**config.mk**
```make
export PLATFORM = sky130hd
export DESIGN_NAME = mrt_seq
export DESIGN_NICKNAME = d
export VERILOG_FILES = /design/src/rtl/mrt_pkg.sv /design/src/rtl/mrt_popcnt.sv /design/src/rtl/mrt_lowpick.sv /design/src/rtl/mrt_addr_plan.sv /design/src/rtl/mrt_seq.sv
export SDC_FILE = /design/constraint.sdc
export NUM_CORES = 1
export LEC_CHECK = 0
export BUFFER_PORTS_ARGS = -buffer_cell sky130_fd_sc_hd__buf_2
export CORE_UTILIZATION = 43
export CTS_CLUSTER_SIZE = 40
export DETAILED_ROUTE_END_ITERATION = 6
export PLACE_DENSITY = 0.66
export SKIP_LAST_GASP = 1
export SLEW_MARGIN = 20
export SYNTH_ARGS = -nofsm -noshare
export SYNTH_HDL_FRONTEND = slang
export SYNTH_HIERARCHICAL = 1
export SYNTH_SLANG_ARGS = --single-unit
export TNS_END_PERCENT = 30
```
**constraint.sdc**
```tcl
create_clock -name clk -period 13.7 [get_ports clk]
set_input_delay 2.74 -clock clk [delete_from_list [all_inputs] [get_ports clk]]
set_output_delay 2.74 -clock clk [all_outputs]
set_load 0.03 [all_outputs]
```
**src/rtl/mrt_pkg.sv**
```systemverilog
package mrt_pkg;

    typedef enum logic [1:0] {
        ORD_UP_AFTER  = 2'b00,
        ORD_UP_BEFORE = 2'b01,
        ORD_DN_AFTER  = 2'b10,
        ORD_DN_BEFORE = 2'b11
    } order_e;

    function automatic logic is_down(input order_e o);
        return o[1];
    endfunction

    function automatic logic is_before(input order_e o);
        return o[0];
    endfunction

endpackage

```
**src/rtl/mrt_popcnt.sv**
```systemverilog
module mrt_popcnt #(
    parameter int NREG = 16,
    localparam int CW = $clog2(NREG + 1)
) (
    input  logic [NREG-1:0] vec_i,
    output logic [CW-1:0]   cnt_o
);
    always_comb begin
        cnt_o = '0;
        for (int i = 0; i < NREG; i++) begin
            cnt_o = cnt_o + CW'(vec_i[i]);
        end
    end
endmodule

```
**src/rtl/mrt_lowpick.sv**
```systemverilog
module mrt_lowpick #(
    parameter int NREG = 16,
    localparam int IW = $clog2(NREG)
) (
    input  logic [NREG-1:0] vec_i,
    output logic [NREG-1:0] onehot_o,
    output logic [IW-1:0]   idx_o
);
    assign onehot_o = vec_i & (~vec_i + NREG'(1));

    for (genvar b = 0; b < IW; b++) begin : g_enc
        logic [NREG-1:0] sel;
        for (genvar k = 0; k < NREG; k++) begin : g_bit
            assign sel[k] = onehot_o[k] & ((k >> b) & 1) == 1;
        end
        assign idx_o[b] = |sel;
    end
endmodule

```
**src/rtl/mrt_addr_plan.sv**
```systemverilog
module mrt_addr_plan
    import mrt_pkg::*;
#(
    parameter int NREG = 16,
    parameter int AW   = 32,
    parameter int WB   = 4,
    localparam int CW  = $clog2(NREG + 1)
) (
    input  logic [AW-1:0] base_i,
    input  logic [CW-1:0] cnt_i,
    input  order_e        order_i,
    output logic [AW-1:0] first_o,
    output logic [AW-1:0] new_base_o
);
    logic [AW-1:0] span;
    logic [AW-1:0] low;

    assign span = AW'(cnt_i) * AW'(WB);
    assign low  = base_i - span;

    always_comb begin
        if (is_down(order_i)) begin
            first_o    = is_before(order_i) ? low : low + AW'(WB);
            new_base_o = low;
        end else begin
            first_o    = is_before(order_i) ? base_i + AW'(WB) : base_i;
            new_base_o = base_i + span;
        end
    end
endmodule

```
**src/rtl/mrt_seq.sv**
```systemverilog
module mrt_seq
    import mrt_pkg::*;
#(
    parameter int NREG = 16,
    parameter int AW   = 32,
    parameter int WB   = 4,
    localparam int IW  = $clog2(NREG),
    localparam int CW  = $clog2(NREG + 1)
) (
    input  logic            clk,
    input  logic            rst,
    input  logic            start_i,
    input  logic [AW-1:0]   base_i,
    input  logic [NREG-1:0] reglist_i,
    input  logic [1:0]      order_i,
    input  logic            load_i,
    input  logic            wb_req_i,
    output logic            busy_o,
    output logic            xfer_valid_o,
    output logic [IW-1:0]   xfer_reg_o,
    output logic [AW-1:0]   xfer_addr_o,
    output logic            xfer_load_o,
    output logic            done_o,
    output logic            wb_valid_o,
    output logic [AW-1:0]   wb_base_o
);
    typedef struct packed {
        logic            busy;
        logic [NREG-1:0] mask;
        logic [AW-1:0]   addr;
        logic            load;
        logic            wb_req;
        logic [AW-1:0]   wb_base;
        logic [CW-1:0]   count;
    } run_t;

    run_t          st_q;
    logic [CW-1:0] req_cnt;
    logic [AW-1:0] first_addr;
    logic [AW-1:0] next_base;
    logic [NREG-1:0] pick_oh;
    logic [IW-1:0] pick_idx;
    logic          accept;
    logic          remaining;
    logic [CW-1:0] issued_q;

    mrt_popcnt #(.NREG(NREG)) u_cnt (
        .vec_i (reglist_i),
        .cnt_o (req_cnt)
    );

    mrt_addr_plan #(.NREG(NREG), .AW(AW), .WB(WB)) u_plan (
        .base_i     (base_i),
        .cnt_i      (req_cnt),
        .order_i    (order_e'(order_i)),
        .first_o    (first_addr),
        .new_base_o (next_base)
    );

    mrt_lowpick #(.NREG(NREG)) u_pick (
        .vec_i    (st_q.mask),
        .onehot_o (pick_oh),
        .idx_o    (pick_idx)
    );

    assign accept    = start_i && !st_q.busy;
    assign remaining = |st_q.mask;

    always_ff @(posedge clk) begin
        if (rst) begin
            st_q <= '0;
        end else if (accept) begin
            st_q.busy    <= 1'b1;
            st_q.mask    <= reglist_i;
            st_q.addr    <= first_addr;
            st_q.load    <= load_i;
            st_q.wb_req  <= wb_req_i;
            st_q.wb_base <= next_base;
            st_q.count   <= req_cnt;
        end else if (st_q.busy) begin
            if (remaining) begin
                st_q.mask <= st_q.mask & ~pick_oh;
                st_q.addr <= st_q.addr + AW'(WB);
            end else begin
                st_q.busy <= 1'b0;
            end
        end
    end

    // transfer tally kept only for the checks below
    always_ff @(posedge clk) begin
        if (rst || accept) begin
            issued_q <= '0;
        end else if (xfer_valid_o) begin
            issued_q <= issued_q + CW'(1);
        end
    end

    assign busy_o       = st_q.busy;
    assign xfer_valid_o = st_q.busy && remaining;
    assign xfer_reg_o   = pick_idx;
    assign xfer_addr_o  = st_q.addr;
    assign xfer_load_o  = st_q.load;
    assign done_o       = st_q.busy && !remaining;
    assign wb_valid_o   = done_o && st_q.wb_req;
    assign wb_base_o    = st_q.wb_base;


    addr_step_chk: assert property (@(posedge clk) disable iff (rst)
        xfer_valid_o && $past(xfer_valid_o) |-> xfer_addr_o == $past(xfer_addr_o) + AW'(WB));


    reg_rise_chk: assert property (@(posedge clk) disable iff (rst)
        xfer_valid_o && $past(xfer_valid_o) |-> xfer_reg_o > $past(xfer_reg_o));


    xfer_total_chk: assert property (@(posedge clk) disable iff (rst)
        done_o |-> issued_q == st_q.count);


    pick_single_chk: assert property (@(posedge clk) disable iff (rst)
        $onehot0(pick_oh));


    done_pulse_chk: assert property (@(posedge clk) disable iff (rst)
        done_o |=> !done_o && !busy_o);


    done_excl_chk: assert property (@(posedge clk) disable iff (rst)
        !(done_o && xfer_valid_o));


    wb_gate_chk: assert property (@(posedge clk) disable iff (rst)
        wb_valid_o |-> done_o);


    busy_hold_chk: assert property (@(posedge clk) disable iff (rst)
        busy_o && start_i |=> $stable(wb_base_o) && $stable(xfer_load_o));

endmodule

```
# Yosys cells after proc, flatten, opt, wreduce, memory -nomap -nowiden
# Cells that the tools add are included.
[word_totals] ff_bits=83 out_inout_bits=73 word_cells=53
[classes] n_addsub=21 n_mux=8 n_bitwise=4 reduce_logical=14
[op_table] op="$mux 32" count=4
[op_table] op="$mux 49" count=2
[op_table] op="$add 32x3->32 const B" count=3
[op_table] op="$add 5x1->5" count=14
[op_table] op="$mux 48" count=1
[op_table] op="$add 32x7->32" count=1
[op_table] op="$and 16x16->16" count=2
[op_table] op="$not 16->16" count=2
[op_table] op="$reduce_or 8->1" count=4
[op_table] op="$sub 32x7->32" count=1
[op_table] op="$add 16x1->16 const B" count=1
[op_table] op="$reduce_or 16->1" count=1
[op_table] op="$logic_and 1x1->1" count=4
[op_table] op="$reduce_bool 2->1" count=2
[op_table] op="$add 1x1->2" count=1
[op_table] op="$logic_not 1->1" count=2
[op_table] op="$reduce_and 2->1" count=1
[op_table] op="$mux 1" count=1

# Logic depth before layout (Yosys ltp)
[depth] depth_word=20 mapped_depth=29 depth_no_buf=26

# By module
# Netlist, hierarchy kept.
[modules_own_cells] mod="mrt_seq" instances=1 cells_per_inst=533 area_per_inst_um2=4180.3
[modules_own_cells] mod="mrt_addr_plan" instances=1 cells_per_inst=530 area_per_inst_um2=3420.8
[modules_own_cells] mod="mrt_popcnt" instances=1 cells_per_inst=41 area_per_inst_um2=385.4
[modules_own_cells] mod="mrt_lowpick" instances=1 cells_per_inst=54 area_per_inst_um2=336.6

# Least setup slack after synthesis
# No wires, ideal clock.
[synth_path] path_kind="in2reg" start="input reglist_i[3]" end="register st_q, in the netlist xfer_addr_o[28]" setup_time_ns=0.086 arrival_ns=8.621 required_ns=13.614 slack_ns=4.994 path_stages=25 cell_sequence="fa_1 -> inv_1 -> fa_1 -> fa_1 -> fa_1 -> inv_1 -> ha_1 -> inv_1 -> fa_1 -> xnor2_1 -> inv_1 -> ha_1 -> clkbuf_1 -> o211a_1 -> o31a_1 -> clkbuf_1 -> or4_4 -> a22oi_1 -> or3b_4 -> a211oi_4 -> nand4_1 -> xnor2_1 -> a21oi_1 -> a211oi_1 -> a211oi_1"
[synth_via] elab_chain_len=18
[synth_rtl] element="from (decl)" line="mrt_seq.sv:14" text="input logic [NREG-1:0] reglist_i,"
[synth_rtl] element="$add 5x1->5 * (13 in a row)" line="mrt_popcnt.sv:11" text="cnt_o = cnt_o + CW'(vec_i[i]);"
[synth_rtl] element="via req_cnt[2]" line="mrt_seq.sv:38" text="logic [CW-1:0] req_cnt;"
[synth_rtl] element="$sub 32x7->32 *" line="mrt_addr_plan.sv:19" text="assign low = base_i - span;"
[synth_rtl] element="$add 32x3->32" line="mrt_addr_plan.sv:23" text="first_o = is_before(order_i) ? low : low + AW'(WB);"
[synth_rtl] element="$mux 32 *" line="mrt_addr_plan.sv:23"
[synth_rtl] element="$mux 32 *" line="mrt_addr_plan.sv:22" text="if (is_down(order_i)) begin"
[synth_rtl] element="via first_addr[28]" line="mrt_seq.sv:39" text="logic [AW-1:0] first_addr;"
[synth_rtl] element="$mux 49 *" line="mrt_seq.sv:72" text="end else if (accept) begin"
[synth_rtl] element="to (decl)" line="mrt_seq.sv:37" text="run_t st_q;"
# The timed path passes the listed nets; every way through them passes the cells marked *.
# A chain may end at the register's enable or synchronous reset.

# Worst setup path after layout
[layout_path] start="input reglist_i[3]" end="register st_q, in the netlist xfer_addr_o[27]"
# Same word-level chain as after synthesis.

==> metrics.txt <==
status=finished clean; layout cell share with drive strength beyond 1=16.8%; Mapped Cells=~1200; CP arrival=about 9.5 ns; hold_ws=0.449 ns; Yosys warning count=6; Setup crit end kind=flip-flop; vias in the first global route=roughly 7400; syn nets=around 1200; share of the synthesized area in the top cell type=around a fifth; RSZ-0062 raised after global routing=false; vias=8064; placed cell areas=roughly 8500 sq um; initial core utilization=between 40% and 50%; CP Max Fanout=12; design area=8780 sq um; Initial DRC Count=777; slew margin rel.=between 30 and 40%; setup violators final=0; commonest non-fill, non-tap cell in the layout=nand2_1; full die area=19900 sq um; Worst Clk Skew=0.00819 ns; CTS buffer count=9; final worst-path cycle share=67.6%; critical setup path kind=input pin to flip-flop; Final HPWL DP=roughly 18 mm; Port Buf Inserts=between 100 and 150; largest area contributor in the netlist=dfxtp_1; Multi-input gate area=about 5600 sq um; global route total overflow=0; Worst EP required=around 14 ns; die height=141 microns; # DRC=0; WL/cell=17.4 microns; initial antenna violation count=0; H-Tree Depth=3; Hold Vio Cnt, Final=0; Worst-Skew Late Latency=about 0.36 ns; Layout area overhead=5.46%; clk slew on worst S/H paths=approximately 0.060 ns; clock buffer depth=2; root buffer cell=clkbuf_16; ranking of synthesized cells by area=dfxtp_1 20%, nand2_1 6.7%, buf_4 6.3%, a21oi_1 5.8%, xnor2_1 5.6%; CTS tree=done; predominant post-synthesis flop cell=dfxtp_1; Slew Limit Fails=0; sequential area share after synthesis=20.0%; Ant. Diodes=0; Final ANT Viol Nets=0; post-CTS resize count=0; fillers=approximately 2000; ys async rst share=0%; Worst Hold Class=flip-flop to flip-flop; CP Launch Type=input pin; FP Rows=50; Post-Syn Area=approximately 8300 sq um; final core occ=a little under half; nets@finish=between 1000 and 1500; largest net degree at the start of global routing=a little over 90; drt total wl=between 20 and 25 mm; most frequent cells in the layout=148 x nand2_1, 127 x buf_2, 97 x a21oi_1, 92 x nor2_1, 83 x dfxtp_1; register area=around 1700 sq um; First-pass DRT Iterations=6; FMAX=about 110 MHz; Pwr Density=between 100 and 150 nW/um^2; Total GRT Usage=25.1%; drt via density=roughly 5.7; core area=18800 sq um; gp weighted congestion=a little under 1; first-pass GRT wire length=39.9 mm; Worst IR Drop VDD=between 90 and 100 uV; Die Wd=roughly 140 microns; Mean Syn Cell Area=7.19 sq um; LEAKAGE=3.50 nW; Post-synth EDFFs=0; Post-CTS Hold Fix Bufs=0; flops & latches, synth=83; minimum clock period=9.25 ns; # IOs=about 130; post-CTS setup buffers=0; Max-cap violations=0; distinct cell type count after synthesis=88; Clock Sinks=between 80 and 90; setup TNS=0 ns; Worst Tran Pin Value=approximately 1.0 ns
synth_stat cells (4+ instances only):
library cell / n
a2bb2oi_1: 6
dfxtp_1: 83
nand3b_1: 4
o211ai_1: 9
inv_1: 62
a22oi_1: 9
or3_1: 15
buf_1: 9
and2_1: 11
nor3b_1: 5
nand4b_1: 5
or2_2: 5
clkbuf_1: 58
o21ai_1: 9
a21oi_1: 97
a21o_1: 5
and4_1: 7
and3_1: 20
o21ai_0: 33
nand3_1: 35
nor3_1: 29
a31oi_1: 22
nor4_1: 23
o31ai_1: 7
xor2_1: 42
o311ai_0: 5
nor2b_1: 8
ha_1: 18
nand2_1: 149
nand4_1: 25
nor2_1: 92
a211oi_1: 22
o31a_1: 5
o21a_1: 5
or4_4: 4
or4_1: 5
fa_1: 12
xnor2_1: 53
mux2i_1: 6
buf_2: 7
buf_4: 70
report_power, final:
group	switching (mW)	internal [mW]
logic	0.426	0.242
registers	0.0293	0.268
clock network	0.110	0.141
worst max-delay path: stages:
cell	delay [ns]
buf_2	0.12
fa_1	0.53
inv_1	0.06
fa_1	0.50
fa_1	0.54
fa_1	0.41
inv_1	0.07
ha_1	0.17
inv_1	0.06
fa_1	0.40
xnor2_1	0.22
inv_1	0.08
ha_1	0.40
nor2b_1	0.19
o31a_1	0.40
nor4_1	0.69
nand3_1	0.56
nor3_1	0.51
and3_1	0.28
a211oi_2	0.09
xnor2_1	0.23
a2bb2oi_1	0.10
a21oi_1	0.18
per-stage QoR:
step | instances | total power [mW] | setup slack (ns)
6_report | 1418 | 1.22 | 4.45
5_1_grt | 1418 | 1.31 | 3.95
4_1_cts | 1418 | 1.22 | 4.52
3_5_place_dp | 1403 | 0.962 | 4.18
3_3_place_gp | 1403 | 0.956 | 4.29
2_1_floorplan | 1158 | 0.832 | 4.99
state kept, by name, summed over array words and instances, names as in the netlist:
register,cells
busy_o,1
st_q,17
wb_base_o,32
xfer_addr_o,32
xfer_load_o,1
routing by layer:
metal  track usage (%)  routed length (microns)
met4              7.95                      450
met2              37.6                    10600
met1              36.7                    11900
met3              3.57                     1700
met5                 0                        0
logic make-up after synthesis:
family                     Yosys count  synth area share (%)
and+or+nand+nor                    472                  30.1
AOI/OAI and AO/OA                  259                  20.0
buffers and inverters              210                  13.0
xor gates and xnor gates            96                  10.2
DFF                                 83                  20.0
adders and majority gates           30                  5.59
muxes                                8                  1.13
path summary, 6_finish.rpt:
check | depth (start not counted) | slack, ns | start | to
min | 2 | 0.45 | wb_base_o[31]$_SDFFE_PP0P_ | wb_base_o[31]$_SDFFE_PP0P_
max | 23 | 4.45 | reglist_i[3] | xfer_addr_o[27]$_SDFFE_PP0P_
max reg2reg | 6 | 10.47 | st_q[71]$_SDFFE_PP0P_ | xfer_addr_o[11]$_SDFFE_PP0P_
min reg2reg | 2 | 0.45 | wb_base_o[31]$_SDFFE_PP0P_ | wb_base_o[31]$_SDFFE_PP0P_
area by class of cell:
class,instances,share of cell area [%]
multi-input cells,865,63.7
flip-flops and latches,83,18.9
repair buffers,132,7.67
well taps,260,3.71
inverters,63,2.69
clock buffers,9,2.57
clock inverters,6,0.756
Power figures use the tool's default switching activity.
